==> config.mk <==
export PLATFORM = sky130hd
export DESIGN_NAME = tag_lookup_lru
export DESIGN_NICKNAME = d
export VERILOG_FILES = /design/src/rtl/tag_lookup_lru.sv
export SDC_FILE = /design/constraint.sdc
export NUM_CORES = 1
export LEC_CHECK = 0
export CORE_MARGIN = 2
export CORE_UTILIZATION = 65
export CTS_BUF_LIST = sky130_fd_sc_hd__clkbuf_4 sky130_fd_sc_hd__clkbuf_8
export DETAILED_ROUTE_END_ITERATION = 6
export GPL_TIMING_DRIVEN = 0
export PLACE_DENSITY = 0.88
export SYNTH_ARGS = -nofsm -noshare
export SYNTH_HDL_FRONTEND = slang
export SYNTH_SLANG_ARGS = --single-unit
export TNS_END_PERCENT = 1
==> constraint.sdc <==
create_clock -name clk -period 17.65 [get_ports clk]
set_input_delay 3.53 -clock clk [delete_from_list [all_inputs] [get_ports clk]]
set_output_delay 3.53 -clock clk [all_outputs]
set_load 0.005 [all_outputs]
==> src/rtl/tag_lookup_lru.sv <==
module tag_lookup_lru #(
  parameter int WAYS = 4,
  parameter int SETS = 4,
  parameter int TAG_W = 6,
  parameter int AGE_W = 2,
  parameter int REQ_N = 2,
  parameter int BANK_W = 1,
  parameter int BANK_ID = 1,
  parameter bit WRITE_THROUGH = 1'b0,
  localparam int SET_W = $clog2(SETS),
  localparam int WAY_W = $clog2(WAYS),
  localparam int ADDR_W = TAG_W + SET_W + BANK_W
) (
  input  logic              clk,
  input  logic              rst_n,
  input  logic              req_valid,
  input  logic              req_replay,
  input  logic              req_write,
  input  logic [SET_W-1:0]  req_set,
  input  logic [TAG_W-1:0]  req_tag,
  input  logic [REQ_N-1:0]  req_who,
  input  logic              fill_valid,
  input  logic [SET_W-1:0]  fill_set,
  input  logic [WAY_W-1:0]  fill_way,
  input  logic [TAG_W-1:0]  fill_tag,
  output logic              rsp_valid,
  output logic [REQ_N-1:0]  rsp_who,
  output logic              mem_wr_valid,
  output logic [ADDR_W-1:0] mem_wr_addr,
  output logic              wb_valid,
  output logic [ADDR_W-1:0] wb_addr,
  output logic              miss_valid,
  output logic              miss_write,
  output logic [WAY_W-1:0]  miss_way,
  output logic [ADDR_W-1:0] miss_addr
);
  localparam logic [AGE_W-1:0] AGE_MAX = '1;
  localparam logic [BANK_W-1:0] BANK = BANK_W'(BANK_ID);

  logic [WAYS-1:0]  vld_q [SETS];
  logic [WAYS-1:0]  dty_q [SETS];
  logic [TAG_W-1:0] tag_q [SETS][WAYS];
  logic [AGE_W-1:0] age_q [SETS][WAYS];

  logic [AGE_W-1:0] age_nx [WAYS];
  logic [AGE_W-1:0] best;
  logic [WAYS-1:0]  match;
  logic             free;
  logic [WAY_W-1:0] vic;

  always_comb begin
    match = '0;
    free  = 1'b0;
    vic   = '0;
    best  = '0;
    for (int w = 0; w < WAYS; w++) begin
      age_nx[w] = age_q[req_set][w];
      if (vld_q[req_set][w]) begin
        if (tag_q[req_set][w] == req_tag) begin
          match[w]  = 1'b1;
          age_nx[w] = '0;
        end else if (age_q[req_set][w] != AGE_MAX) begin
          age_nx[w] = age_q[req_set][w] + 1'b1;
        end
      end
    end
    for (int w = WAYS - 1; w >= 0; w--)
      if (!vld_q[req_set][w]) begin
        free = 1'b1;
        vic  = WAY_W'(w);
      end
    if (!free)
      for (int w = 0; w < WAYS; w++)
        if (w == 0 || age_nx[w] > best) begin
          best = age_nx[w];
          vic  = WAY_W'(w);
        end
  end

  wire lookup = req_valid && !req_replay;
  wire hit    = lookup && (|match);
  wire miss   = lookup && !hit;
  wire wt_wr  = WRITE_THROUGH && req_write;

  assign rsp_valid    = req_valid && (req_replay || hit || (miss && wt_wr));
  assign rsp_who      = rsp_valid ? req_who : '0;
  assign mem_wr_valid = lookup && wt_wr;
  assign mem_wr_addr  = {req_tag, req_set, BANK};
  assign wb_valid     = miss && !WRITE_THROUGH && !free && dty_q[req_set][vic];
  assign wb_addr      = {tag_q[req_set][vic], req_set, BANK};
  assign miss_valid   = miss && !wt_wr;
  assign miss_write   = req_write;
  assign miss_way     = vic;
  assign miss_addr    = {req_tag, req_set, BANK};

  always_ff @(posedge clk) begin
    if (!rst_n) begin
      for (int s = 0; s < SETS; s++) begin
        vld_q[s] <= '0;
        dty_q[s] <= '0;
        for (int w = 0; w < WAYS; w++) age_q[s][w] <= '0;
      end
    end else begin
      if (lookup)
        for (int w = 0; w < WAYS; w++) begin
          age_q[req_set][w] <= age_nx[w];
          if (match[w] && req_write && !WRITE_THROUGH) dty_q[req_set][w] <= 1'b1;
        end
      if (fill_valid) begin
        vld_q[fill_set][fill_way] <= 1'b1;
        dty_q[fill_set][fill_way] <= 1'b0;
        age_q[fill_set][fill_way] <= '0;
      end
    end
  end

  always_ff @(posedge clk)
    if (rst_n && fill_valid) tag_q[fill_set][fill_way] <= fill_tag;

endmodule

; ---- Word-level counts from Yosys, hierarchy flattened
; Memories as Yosys holds them, arrays and structs flattened.
; Index checks and enable logic that the tools add are counted.
[word_totals]
n_memories = 4
output_inout_bits = 36
word_cells = 140
ff_bits = 0
mem_bits_rw = 160
[mem_list]
columns = memory, depth, width, read_ports, rd_ports_with_merged_regs, wr, line
row1 = tag_q, 4, 24, 1, 0, 1, 42  ; logic [TAG_W-1:0] tag_q [SETS][WAYS];
row2 = age_q, 4, 8, 1, 0, 4, 43  ; logic [AGE_W-1:0] age_q [SETS][WAYS];
row3 = dty_q, 4, 4, 1, 0, 4, 41  ; logic [WAYS-1:0] dty_q [SETS];
row4 = vld_q, 4, 4, 1, 0, 4, 40  ; logic [WAYS-1:0] vld_q [SETS];
[op_classes]
muxes = 90
n_lt_le_gt_ge = 9
addsub = 4
eq_ne = 8
bitwise = 2
n_reduce_logical = 23
[op_table]
columns = operator, n
row1 = 2-bit 2-to-1 mux, 31
row2 = 1-bit 2-to-1 mux, 39
row3 = 8-bit 2-to-1 mux, 4
row4 = 4-bit 2-to-1 mux, 7
row5 = 6-bit equality test, 4
row6 = 24-bit 2-to-1 mux, 1
row7 = 6-bit 2-to-1 mux, 3
row8 = 4-bit OR reduction, 4
row9 = 8-bit OR reduction, 2
row10 = 1-bit logical AND, 13
row11 = 6-bit binary-select mux with 2-bit select, 1
row12 = 6-bit demux with 2-bit select, 1
row13 = 2-bit by 1-bit adder with 2-bit output (second input constant), 4
row14 = 2-bit inequality test (second input constant), 4
row15 = 3-bit greater-or-equal comparator (second input constant), 2
row16 = 2-bit greater-than comparator, 3
row17 = 2-bit by 3-bit less-than comparator with 1-bit output (second input constant), 2
row18 = 2-bit NOT with 3-bit output, 2
row19 = 2-bit demux with 2-bit select, 1
row20 = 1-bit zero test, 3
row21 = 3-bit by 1-bit less-than comparator with 1-bit output (second input constant), 1
row22 = 1-bit binary-select mux with 2-bit select, 1
row23 = 1-bit demux with 2-bit select, 1
row24 = 2-bit by 1-bit greater-or-equal comparator with 1-bit output (second input constant), 1
row25 = 1-bit logical OR, 1

; ---- Depth between registers and ports, before layout
; An unclocked memory read counts as a cell.
[depth]
ltp_word = 19
depth_mapped = 27
depth_no_buf = 23

; ---- Least setup slack after synthesis
; OpenSTA, ideal clock, no wires.
[synth_timing]
path_type = input to output
startpoint = in req_set[0]
endpoint = out wb_addr[5]
cell_stages = 24
t_required_ns = 14.120
t_arrival_ns = 8.340
slack_ns = 5.780
path_buffers = 4
cell_sequence = buf_6 > buf_8 > mux4_2 > xor2_1 > or3_1 > buf_2 > o21ai_1 > ha_1 > nor2_1 > a2bb2oi_1 > mux2i_2 > ha_1 > nor2_1 > o22ai_1 > mux2_4 > ha_1 > nand2_1 > o21ai_0 > a41o_2 > buf_6 > mux2i_1 > a22oi_1 > nand3_1 > a311oi_1
[synth_between]
elab_chain_cells = 19
elab_cells_between_ends = 51
[synth_rtl]
columns = element, line
row1 = "start, declared", 19  ; input logic [SET_W-1:0] req_set,
row2 = memory read 4 x 8 bit, n/a
row3 = 2-bit by 1-bit adder with 2-bit output / 2-bit inequality test (equally long branches), "63, 62"
row4 = 2-bit 2-to-1 mux, 62  ; end else if (age_q[req_set][w] != AGE_MAX) begin
row5 = 2-bit 2-to-1 mux, 59  ; if (tag_q[req_set][w] == req_tag) begin
row6 = 2-bit 2-to-1 mux, 58  ; if (vld_q[req_set][w]) begin
row7 = 2-bit 2-to-1 mux, 72  ; if (!free)
row8 = 2-bit greater-than comparator, 74  ; if (w == 0 || age_nx[w] > best) begin
row9 = 2-bit 2-to-1 mux, 74
row10 = [... 2 more ...], n/a
row11 = 2-bit 2-to-1 mux, 74
row12 = 2-bit 2-to-1 mux, 72
row13 = 2-bit greater-than comparator, 74
row14 = 2-bit 2-to-1 mux, 74
row15 = 2-bit 2-to-1 mux, 72
row16 = 2-bit NOT with 3-bit output (implied by the code), 90  ; assign wb_addr = {tag_q[req_set][vic], req_set, BANK};
row17 = 6-bit binary-select mux with 2-bit select *, 90
row18 = 6-bit 2-to-1 mux (implied by the code) * (2 in a row), 90
row19 = "end, declared", 31  ; output logic [ADDR_W-1:0] wb_addr,
; Mark *: on every way between the ends. The rest lies on a longest branch, timed or not. The select of a mux whose other input is x is not followed.

; ---- Final worst setup path
; Same ends and word-level chain as after synthesis.

==> impl_metrics.tcl <==
set metrics [dict create \
    rsz0062_at_grt "no" \
    ctsHoldBuffers 0 \
    drtAntennaViolNets 0 \
    cts_buffer_depth 2 \
    wl_mm 20.80 \
    worstPathArrival_ns 10.72 \
    slew_viol_final 0 \
    dp_hpwl_mm 14.50 \
    core_sq_um 11960 \
    antenna_cells 0 \
    crit_top_cell "ha_1" \
    via_per_inst 6.654 \
    max_cap_violations 0 \
    peakVddDrop_mv 0.05673 \
    dr.pass1.iters 7 \
    cellPowerDensity_nw_per_um2 90.11 \
    antenna_found_initial 0 \
    die_h_microns 114.5 \
    grt_overflow 0 \
    syn_area_sq_um 7933 \
    worst_ep_required_time_ns 14.12 \
    cts-buffers-inserted 17 \
    final_cell_mix "edfxtp_1 (112), nor2_1 (66), clkdlybuf4s50_1 (50), dfxtp_1 (48), nand3_1 (40)" \
    tightest_slew_ns 1.183 \
    cts_sinks 160 \
    drt_iter0_markers 569 \
    clk_latency_ns 0.47 \
    finClkSkew_ns 0.009952 \
    path_class "input port to primary output" \
    path_clk_slew_ns 0.08 \
    final_cells 884 \
    startpoint_type "input port" \
    layout_commonest_cell "edfxtp_1" \
    h-tree-depth 4 \
    leakagePower_nw 3.245 \
    cp_slowest_stage_delay_ns 0.63 \
    period_minus_slack_ns 14.25 \
    critPathMaxFanout 10 \
    setup-violations-final 0 \
    drive_gt1_share_pct 16.42 \
    synth_top_cell_by_area "edfxtp_1" \
    die_x_microns 114.5 \
    violations "DRC" \
    dieArea_sq_um 13100 \
    gp_congestion 0.9117 \
    cts_tree "done" \
    vias 5882 \
    grt_pass1_wl_mm 32.38 \
    netlist.area_leader.share_pct 42.40 \
    syn_inst 653 \
    synthFlopType "edfxtp_1" \
    synth_edf_count 112 \
    fin_nets 758 \
    syn-mean-instance-area_sq_um 12.15 \
    worstHoldPathType "register to register" \
    cts_resized 0 \
    portBuffers 50 \
    synth_cell_types 62 \
    cts_setup_buffers 0 \
    grt_max_degree 17 \
    outcome "finished, violations left" \
    track_usage_pct 33.70 \
    hold_viol_final 0 \
    async_flop_share_pct 0 \
    max_freq_mhz 70.19 \
    slowest_stage "clkdlybuf4s50_1" \
    cts-root-buf "clkbuf_8" \
    grt_pass1_vias 6026 \
    endpoint_kind "primary output" \
    initial_utilization_pct 66.32 \
    yosys_warnings 0 \
    num_io_pins 62 \
    post-route-period-util_pct 80.72 \
    wl_per_cell_microns 23.53 \
    synth-seq-cells 160 \
    syn_to_final_growth_pct 14.09 \
    final.setup.tns_ns 0 \
    drc_errors 2 \
    place_inst 852 \
    worst_slew_margin_rel_pct 20.82 \
    power_mw 0.8155 \
    seq_area_frac_synth_pct 54.51 \
    rows 40 \
    synth_area_leaders "edfxtp_1 (42%), dfxtp_1 (12%), mux4_2 (7.9%)" \
]
logic make-up (layout without fill, tap and decap cells):
group | Yosys count | count (layout) | share of synthesized area [%]
other | 2 | 4 | 0.09467
AND/OR/NAND/NOR | 215 | 215 | 13.55
XOR/XNOR | 25 | 25 | 2.760
multiplexers | 67 | 67 | 14.04
AO/OA/AOI/OAI | 100 | 100 | 8.060
adder cells (fa/ha/maj) | 8 | 8 | 1.262
flip-flops | 160 | 160 | 54.51
buffers and inverters | 76 | 158 | 5.725
flip-flops by register name, indices dropped and copies added, names as in the netlist:
register and count:
dty_q 16, age_q 32, tag_q 96, vld_q 16
area by class of cell:
class	count	area, sq um
flip-flops and latches	160	4324
multi-input cells	419	3182
clock buffers	18	241.5
clock inverters	14	163.9
fillers	747	2912
inverters	12	45.04
repair buffers	50	500.5
well taps	147	183.9
plain buffers	64	409.1
critical path: cells and delay by family:
| family | cells | cell delay, ns |
|---|---|---|
| AND/OR/NAND/NOR | 5 | 0.72 |
| multiplexers | 4 | 1.30 |
| adder cells (fa/ha/maj) | 3 | 0.82 |
| AO/OA/AOI/OAI | 7 | 2.13 |
| XOR/XNOR | 1 | 0.15 |
| buffers and inverters | 6 | 2.05 |
synth_stat cells (9+ instances only):
master / number
a21oi_1: 22
clkbuf_1: 20
nand2b_1: 12
nand3_1: 40
nand2_1: 30
o21ai_0: 33
mux4_2: 28
nor2_1: 66
buf_2: 9
nor3_1: 15
o21a_1: 11
buf_4: 27
edfxtp_1: 112
nor2b_1: 23
xnor2_1: 17
inv_1: 10
mux2i_1: 30
dfxtp_1: 48
metal layers:
metal	vias up	wire length [microns]	global-route usage, %
li1	2526	-	-
met1	2812	7221	40.00
met2	453	10250	56.02
met3	91	2364	8.999
met4	0	969	18.62
met5	-	0	0
worst paths after layout:
path | from | to | slack [ns] | depth (start not counted)
worst max-delay path | req_set[0] | wb_addr[5] | 3.40 | 26
worst min-delay path | dty_q[3][1] | dty_q[3][1] | 0.49 | 2
worst max register to register | tag_q[1][10] | age_q[1][3] | 15.01 | 8
worst min register to register | dty_q[3][1] | dty_q[3][1] | 0.49 | 2
stage by stage:
step / hold slack [ns] / util [%] / setup WS (ns) / cell area, sq um
6_report: 0.4862 / 75.66 / 3.402 / 9050
5_1_grt: 0.5118 / 75.66 / 3.117 / 9050
4_1_cts: 0.4773 / 75.66 / 3.542 / 9050
3_5_place_dp: 0.4609 / 72.27 / 3.571 / 8645
3_3_place_gp: 0.4545 / 72.10 / 3.777 / 8625
2_1_floorplan: 0.4317 / - / 5.780 / 7940
report_power, final:
group	switching, mW	internal [mW]
Sequential	0.00222	0.407
Combinational	0.0705	0.0570
Clock	0.138	0.141
Total	0.210	0.605
No activity file was read; power rests on OpenSTA's default activity.
